[config.mk]
export PLATFORM = sky130hd
export DESIGN_NAME = asid_tlb
export DESIGN_NICKNAME = d
export VERILOG_FILES = /design/src/rtl/asid_tlb_pkg.sv /design/src/rtl/tlb_match.sv /design/src/rtl/tlb_rr.sv /design/src/rtl/asid_tlb.sv
export SDC_FILE = /design/constraint.sdc
export NUM_CORES = 2
export LEC_CHECK = 0
export CORE_MARGIN = 10
export CORE_UTILIZATION = 57
export CTS_CLUSTER_DIAMETER = 200
export DETAILED_ROUTE_END_ITERATION = 12
export PLACE_DENSITY = 0.78
export SETUP_SLACK_MARGIN = 0.4
export SYNTH_ARGS = -nofsm -noshare
export SYNTH_HDL_FRONTEND = slang
export SYNTH_HIERARCHICAL = 1
export SYNTH_SLANG_ARGS = --single-unit
[constraint.sdc]
create_clock -name clk -period 9.5 [get_ports clk]
set_input_delay 1.425 -clock clk [delete_from_list [all_inputs] [get_ports clk]]
set_output_delay 1.425 -clock clk [all_outputs]
set_load 0.01 [all_outputs]
[src/rtl/asid_tlb_pkg.sv]
package asid_tlb_pkg;
  localparam int TAG_W      = 15;
  localparam int HART_MAX_W = 2;

  // Builds the compare key: in default mode the top hb bits carry the hart.
  function automatic logic [TAG_W-1:0] tag_key(
    input logic [TAG_W-1:0]      asid,
    input logic [HART_MAX_W-1:0] hart,
    input int unsigned           hb,
    input logic                  shared
  );
    logic [TAG_W-1:0] hmask;
    logic [TAG_W-1:0] hpart;
    hmask = ~({TAG_W{1'b1}} >> hb);
    hpart = {{(TAG_W-HART_MAX_W){1'b0}}, hart} << (TAG_W - int'(hb));
    if (shared) return asid;
    return (asid & ~hmask) | (hpart & hmask);
  endfunction
endpackage

[src/rtl/tlb_match.sv]
module tlb_match #(
  parameter int ENTRIES = 16,
  parameter int VPN_W   = 20,
  parameter int TAG_W   = 15
) (
  input  logic [ENTRIES-1:0] valid,
  input  logic [VPN_W-1:0]   ent_vpn [ENTRIES],
  input  logic [TAG_W-1:0]   ent_tag [ENTRIES],
  input  logic [VPN_W-1:0]   vpn,
  input  logic [TAG_W-1:0]   key,
  output logic [ENTRIES-1:0] hits
);
  for (genvar e = 0; e < ENTRIES; e++) begin : g_cmp
    assign hits[e] = valid[e] && (ent_vpn[e] == vpn) && (ent_tag[e] == key);
  end
endmodule

[src/rtl/tlb_rr.sv]
module tlb_rr #(
  parameter int ENTRIES = 16,
  localparam int IDX_W  = $clog2(ENTRIES)
) (
  input  logic             clk,
  input  logic             rst_n,
  input  logic             advance,
  output logic [IDX_W-1:0] ptr
);
  always_ff @(posedge clk) begin
    if (!rst_n)       ptr <= '0;
    else if (advance) ptr <= (ptr == IDX_W'(ENTRIES-1)) ? '0 : ptr + 1'b1;
  end
endmodule

[src/rtl/asid_tlb.sv]
module asid_tlb
  import asid_tlb_pkg::*;
#(
  parameter int N_HARTS = 4,
  parameter int ENTRIES = 16,
  parameter int VPN_W   = 20,
  parameter int PPN_W   = 20,
  localparam int HB     = $clog2(N_HARTS),
  localparam int HART_W = (HB == 0) ? 1 : HB
) (
  input  logic              clk,
  input  logic              rst_n,
  input  logic              cfg_wr,
  input  logic              cfg_shared,
  input  logic              lk_valid,
  input  logic [VPN_W-1:0]  lk_vpn,
  input  logic [TAG_W-1:0]  lk_asid,
  input  logic [HART_W-1:0] lk_hart,
  output logic              rsp_valid,
  output logic              rsp_hit,
  output logic [PPN_W-1:0]  rsp_ppn,
  input  logic              fill_valid,
  input  logic [VPN_W-1:0]  fill_vpn,
  input  logic [TAG_W-1:0]  fill_asid,
  input  logic [HART_W-1:0] fill_hart,
  input  logic [PPN_W-1:0]  fill_ppn,
  input  logic              flush_all,
  input  logic              flush_asid_valid,
  input  logic [TAG_W-1:0]  flush_asid,
  input  logic [HART_W-1:0] flush_hart
);
  localparam int IDX_W = $clog2(ENTRIES);

  logic [ENTRIES-1:0] valid_q;
  logic [VPN_W-1:0]   vpn_q [ENTRIES];
  logic [TAG_W-1:0]   tag_q [ENTRIES];
  logic [PPN_W-1:0]   ppn_q [ENTRIES];
  logic               shared_q;

  // Named internal events (observed by the checker)
  logic [ENTRIES-1:0] lk_hits;
  logic [ENTRIES-1:0] fill_hits;
  logic [ENTRIES-1:0] kill_vec;
  logic               fill_hit;
  logic [IDX_W-1:0]   victim_ptr;
  logic [IDX_W-1:0]   fill_idx;
  logic [PPN_W-1:0]   lk_ppn;

  logic [TAG_W-1:0] lk_key, fill_key, flush_key;
  assign lk_key    = tag_key(lk_asid,    HART_MAX_W'(lk_hart),    HB, shared_q);
  assign fill_key  = tag_key(fill_asid,  HART_MAX_W'(fill_hart),  HB, shared_q);
  assign flush_key = tag_key(flush_asid, HART_MAX_W'(flush_hart), HB, shared_q);

  tlb_match #(.ENTRIES(ENTRIES), .VPN_W(VPN_W), .TAG_W(TAG_W)) u_lk_match (
    .valid(valid_q), .ent_vpn(vpn_q), .ent_tag(tag_q),
    .vpn(lk_vpn), .key(lk_key), .hits(lk_hits)
  );

  tlb_match #(.ENTRIES(ENTRIES), .VPN_W(VPN_W), .TAG_W(TAG_W)) u_fill_match (
    .valid(valid_q), .ent_vpn(vpn_q), .ent_tag(tag_q),
    .vpn(fill_vpn), .key(fill_key), .hits(fill_hits)
  );

  assign fill_hit = |fill_hits;

  tlb_rr #(.ENTRIES(ENTRIES)) u_rr (
    .clk(clk), .rst_n(rst_n),
    .advance(fill_valid && !fill_hit),
    .ptr(victim_ptr)
  );

  always_comb begin
    fill_idx = victim_ptr;
    lk_ppn   = '0;
    for (int e = 0; e < ENTRIES; e++) begin
      if (fill_hits[e]) fill_idx = IDX_W'(e);
      if (lk_hits[e])   lk_ppn   = lk_ppn | ppn_q[e];
    end
  end

  for (genvar e = 0; e < ENTRIES; e++) begin : g_kill
    assign kill_vec[e] = flush_all || (flush_asid_valid && (tag_q[e] == flush_key));
  end

  // Valid bits and mode: flush first, fill on top
  always_ff @(posedge clk) begin
    if (!rst_n) begin
      valid_q  <= '0;
      shared_q <= 1'b0;
    end else begin
      for (int e = 0; e < ENTRIES; e++) begin
        if (fill_valid && (fill_idx == IDX_W'(e))) valid_q[e] <= 1'b1;
        else if (kill_vec[e])                      valid_q[e] <= 1'b0;
      end
      if (cfg_wr) shared_q <= cfg_shared;
    end
  end

  always_ff @(posedge clk) begin
    for (int e = 0; e < ENTRIES; e++) begin
      if (fill_valid && (fill_idx == IDX_W'(e))) begin
        vpn_q[e] <= fill_vpn;
        tag_q[e] <= fill_key;
        ppn_q[e] <= fill_ppn;
      end
    end
  end

  always_ff @(posedge clk) begin
    if (!rst_n) begin
      rsp_valid <= 1'b0;
      rsp_hit   <= 1'b0;
      rsp_ppn   <= '0;
    end else begin
      rsp_valid <= lk_valid;
      rsp_hit   <= lk_valid && (|lk_hits);
      rsp_ppn   <= lk_valid ? lk_ppn : '0;
    end
  end
endmodule

* Word-level counts from Yosys, hierarchy flattened
Memories as Yosys holds them, arrays and structs flattened.
Index checks and enable logic that the tools add are counted.
** Operators by class
- Add/sub/neg operators :: 1
- Multiply operators :: 0
- Div/mod/pow operators :: 0
- Order comparisons :: 0
- Equality and inequality tests :: 96
- Shifts and indexed selects :: 0
- Multiplexer cells :: 149
- Bitwise gates (word level) :: 18
- Reduce and logical (&&, ||, !) cells :: 150
** Operators with widths (number)
- $eq 15x15->1 :: 48
- $eq 20x20->1 :: 32
- $mux 20 :: 31
- $or 20x20->20 :: 15
- $reduce_or 20->1 :: 15
- $mux 4 :: 32
- $logic_and 1x1->1 :: 98
- $mux 15 :: 6
- $mux 1 :: 80
- $or 13x15->15 :: 3
- $eq 4x4->1 const B :: 9
- $reduce_bool 2->1 :: 16
- $reduce_or 16->1 :: 2
- $eq 4x3->1 const B :: 4
- $logic_or 1x1->1 :: 16
- $eq 4x2->1 const B :: 2
- $add 4x1->4 const B :: 1
- $eq 4x1->1 const B :: 1
- $logic_not 4->1 :: 1
- $reduce_and 2->1 :: 1
- $logic_not 1->1 :: 1
** Word-level totals
- Register bits after elaboration :: 603
- Latch bits :: 0
- Memory bits (writable) :: 320
- ROM bits :: 0
- Output and inout bits :: 22
- Word-level logic and storage cells :: 468
- Memories :: 1
** Memories
- ppn_q :: depth 16, width 20, rd ports 16, clocked after Yosys merged registers in 0, wr ports 1, line asid_tlb.sv:37 : logic [PPN_W-1:0] ppn_q [ENTRIES];

* Longest topological paths before layout
- Word-level depth :: 40
- Depth in mapped cells :: 14
- Mapped depth without buffers :: 11

* By module
The synthesis kept the hierarchy.
** Modules (own cells, without submodules)
- asid_tlb :: instances 1, cells each 1620, area each 32641.3 um2
- tlb_match :: instances 2, cells each 839, area each 6884.1 um2
- tlb_rr :: instances 1, cells each 18, area each 186.4 um2

* Worst setup path after synthesis
OpenSTA, ideal clock, no wires.
- Path kind :: in2reg
- Start point :: in fill_asid[13]
- End point :: mem ppn_q[14][0] (netlist: ppn_q[1][120]), enable pin
- Library setup time :: 535 ps
- Arrival time :: 7866 ps
- Data required time :: 8965 ps
- Slack :: 1099 ps
- Cell stages on the path :: 12
- Path buffers :: 2
- Cell sequence :: mux2_2 -> buf_6 -> buf_12 -> xor2_1 -> nor4_1 -> nand3_1 -> nor4_1 -> or3b_4 -> a311oi_4 -> a21o_4 -> o21ai_1 -> nor3_1
** On the way
- Elaborated cells between the ends (all ways) :: 159
- Those cells by class :: eq/ne (31); mux (80); reduce/logical (48)
** RTL lines
- start: declaration :: line asid_tlb.sv:24 : input logic [TAG_W-1:0] fill_asid,
- $mux 15 (*) :: line asid_tlb_pkg.sv:16 : if (shared) return asid;
- $mux 15 (*) :: line asid_tlb_pkg.sv:17 : return (asid & ~hmask) | (hpart & hmask);
- $eq 15x15->1 (*) :: line tlb_match.sv:14 : assign hits[e] = valid[e] && (ent_vpn[e] == vpn) && (ent_tag[e] == key);
- $logic_and 1x1->1 (*) :: line tlb_match.sv:14
- named net fill_hits[6] :: line asid_tlb.sv:42 : logic [ENTRIES-1:0] fill_hits;
- $mux 4 (*) (10 in a row) :: line asid_tlb.sv:76 : if (fill_hits[e]) fill_idx = IDX_W'(e);
- $eq 4x1->1 :: line asid_tlb.sv:101 : if (fill_valid && (fill_idx == IDX_W'(e))) begin
- $logic_and 1x1->1 :: line asid_tlb.sv:101
- $mux 1 :: line asid_tlb.sv:101
- $mux 1 (not written as such) :: line asid_tlb.sv:104 : ppn_q[e] <= fill_ppn;
- $reduce_or 20->1 (no source line)
- $mux 4 (no source line) or $mux 1 (tied branches) (15 in a row)
- end: declaration :: line asid_tlb.sv:37
The timed path passes the listed nets; every way through them passes the cells marked *. The select of a mux whose other input is x is not followed.

* Worst setup path after layout
- Start point :: in fill_hart[0]
- End point :: mem ppn_q[15][9] (netlist: ppn_q[1][149]), enable pin
** On the way
- Elaborated cells between the ends (all ways) :: 159
- Those cells by class :: eq/ne (31); mux (79); bitwise (1); reduce/logical (48)
** RTL lines
- start: declaration :: line asid_tlb.sv:25 : input logic [HART_W-1:0] fill_hart,
- $or 13x15->15 (*) :: line asid_tlb_pkg.sv:17
- $mux 15 (*) :: line asid_tlb_pkg.sv:17
- named net fill_key[13] :: line asid_tlb.sv:49 : logic [TAG_W-1:0] lk_key, fill_key, flush_key;
- $eq 15x15->1 (*) :: line tlb_match.sv:14
- $logic_and 1x1->1 (*) :: line tlb_match.sv:14
- named net fill_hits[6] :: line asid_tlb.sv:42
- $mux 4 (*) (10 in a row) :: line asid_tlb.sv:76
- $eq 4x1->1 :: line asid_tlb.sv:101
- $logic_and 1x1->1 :: line asid_tlb.sv:101
- $mux 1 :: line asid_tlb.sv:101
- $mux 1 (not written as such) :: line asid_tlb.sv:104
- $reduce_or 20->1 (no source line)
- $mux 4 (no source line) or $mux 1 (tied branches) (15 in a row)
The timed path passes the listed nets; every way through them passes the cells marked *.

==> metrics.txt <==
Initial Util=0.577; worst skew pair latency=670 ps; CTS tree=yes; GRT Total Usage=0.335; worst vdd ir=0.169 mV; DRT Pass-1 Iters=9; Worst Path Required=9790 ps; post-route setup TNS=0 ps; largest net degree at the start of global routing=57; Worst Hold Class=register to register; endpoints failing setup=0; Wirelength per Cell=35.0 um; DRT iter0 DRCs=5089; worst hold stages=2; DRC=0; vias in the first global route=30544; main combinational cell family by area after synthesis=XOR/XNOR gates; GPL Wtd Cong=0.962; worst clock skew=28.0 ps; Netlist cell types=69; Post-CTS Setup Inserts=0; Post-synth EDFFs=880; WL final=162 mm; final worst path period share=0.672; post-synthesis sequential area ratio=0.586; commonest non-fill, non-tap cell in the layout=xor2_1; Post-Syn Nets=3436; diode count=0; worst path arrival time=6680 ps; std cell rows=104; Clock Root Buffer=clkbuf_16; multiplexer share of the synthesized area=0.00236; Final Hold Fails=0; most frequent cells in the layout=1022 x xor2_1, 880 x edfxtp_1, 309 x xnor2_1, 281 x nor4_1, 139 x buf_4; critical path type=input port to register; core footprint=80800 um^2; Most used DFF post-synth=edfxtp_1; RSZ-0062 raised after global routing=false; first-pass GRT wire length=225 mm; multi-input logic area=17600 um^2; Syn. warnings=6; status=finished, final reports clean; hold buffer count at cts=0; post-cts sizing count=0; crit-path max FO=32; Longest Clk Path Bufs=3; PwrDens=176 nW/um^2; Vias=31448; Post-layout nets=3605; DP HPWL=95.1 mm; ANT nets after route=0; initial antenna violation count=7; adder and majority gate portion of the synthesized area=0.000269; H-tree lvl count=3; Port Buffers=140; top-level port count=141; largest cells by area after synthesis=edfxtp_1 57%, xor2_1 19%, xnor2_1 5.8%; FILL cells=5830; cell area after synthesis=46600 um^2; Mapped Avg Cell Area=14.1 um^2; die height=306 um; post-synthesis simple-gate area fraction=0.0727; Rel. slew slack=0.188; die area=93600 um^2; aggregate global routing overflow=0; startpoint types=input port; Synth Area in Compound Gates=0.0475; Worst Tran Pin Value=1210 ps; post-synth top area share=0.567; non-filler cells in the finished layout=4622; Worst-path clk slew=60 ps; register area=27300 um^2; max-cap viol count=0; Max Freq=157 MHz; Mapped Cells=3316; CTS Sinks=923; flops & latches, synth=923; crit path time final=6380 ps; ys async rst share=0; Reg2Reg Depth=12; P_leak=17.1 nW; max-slew violations=0; # placed instances=4448; Vias/cell=6.80; fraction of layout instances using a drive strength above 1=0.105; CP Capture Type=register; xor/xnor share of the synthesized area=0.250; Inserted Clock Buffers=95; Die Width=306 um; cell accounting for the most synthesized area=edfxtp_1; Area Overhead vs Synth=11.0%
area by class of cell:
cell class,instances,share of cell area
clock buffer,124,0.0501
tap,1060,0.0256
timing repair buffer,280,0.0442
inverter,36,0.00261
clock inverter,50,0.0101
sequential,923,0.527
multi-input combinational,2149,0.340
cells by family after synthesis:
group | after synthesis
xor+xnor | 1331
mux | 8
fa+ha+maj | 1
simple gates | 543
compound gates | 266
flops | 923
buf+inv | 244
sequential cells by signal, indices dropped and copies added, names as in the netlist:
register	cells
vpn_q	320
u_rr/ptr	4
rsp_hit	1
rsp_ppn	20
shared_q	1
rsp_valid	1
tag_q	240
valid_q	16
ppn_q	320
synth_stat cells, types with 17 or more instances:
cell type / n
and3_1: 23
dfxtp_1: 43
buf_6: 117
clkbuf_1: 41
nor2_1: 17
buf_2: 29
a31oi_1: 22
a22oi_1: 48
nand4_1: 111
inv_1: 34
nor4_1: 297
edfxtp_1: 880
xor2_1: 1022
nand3_1: 44
xnor2_1: 309
a22o_1: 60
a221oi_1: 60
worst max-delay path, cell delays in order:
cell             delay [ps]
clkdlybuf4s50_1         460
mux2_2                  370
buf_4                   500
xor2_1                  150
nor4_1                  270
nand3_1                 110
nor4_1                  970
or2_2                   260
o221ai_2                130
a211oi_1                400
a21oi_4                 200
nor2_4                  790
buf_4                   560
metrics by stage:
step	hold WS [ps]	utilization	total power, mW	cell area (um^2)	worst slack [ps]
after detailed placement	505	0.602	5.40	48600	2570
final	515	0.640	9.13	51700	3120
after floorplan	457	-	5.07	46600	1100
after global placement	487	0.602	5.38	48600	2630
after global routing	541	0.640	9.31	51700	2960
after CTS	513	0.640	9.11	51700	3250
layer usage:
metal  vias up  share of wire  GRT usage
met2      2741           0.44      0.513
li1      12594              -          -
met4        10          0.075      0.201
met3       724           0.14     0.0865
met1     15379           0.35      0.427
met5         -        0.00040          0
where the power goes:
part / total, mW / internal, mW / switching (mW)
combinational: 0.823 / 0.247 / 0.575
sequential: 4.53 / 4.50 / 0.0278
clock: 3.78 / 2.19 / 1.58
total: 9.13 / 6.94 / 2.19
worst paths after layout:
path,start,to,slack (ps)
hold / removal,valid_q[3],valid_q[3],510
hold reg to reg,valid_q[3],valid_q[3],510
setup / recovery,fill_hart[0],ppn_q[1][149],3120
setup reg to reg,shared_q,ppn_q[1][149],3640
No activity file was read; power rests on OpenSTA's default activity.
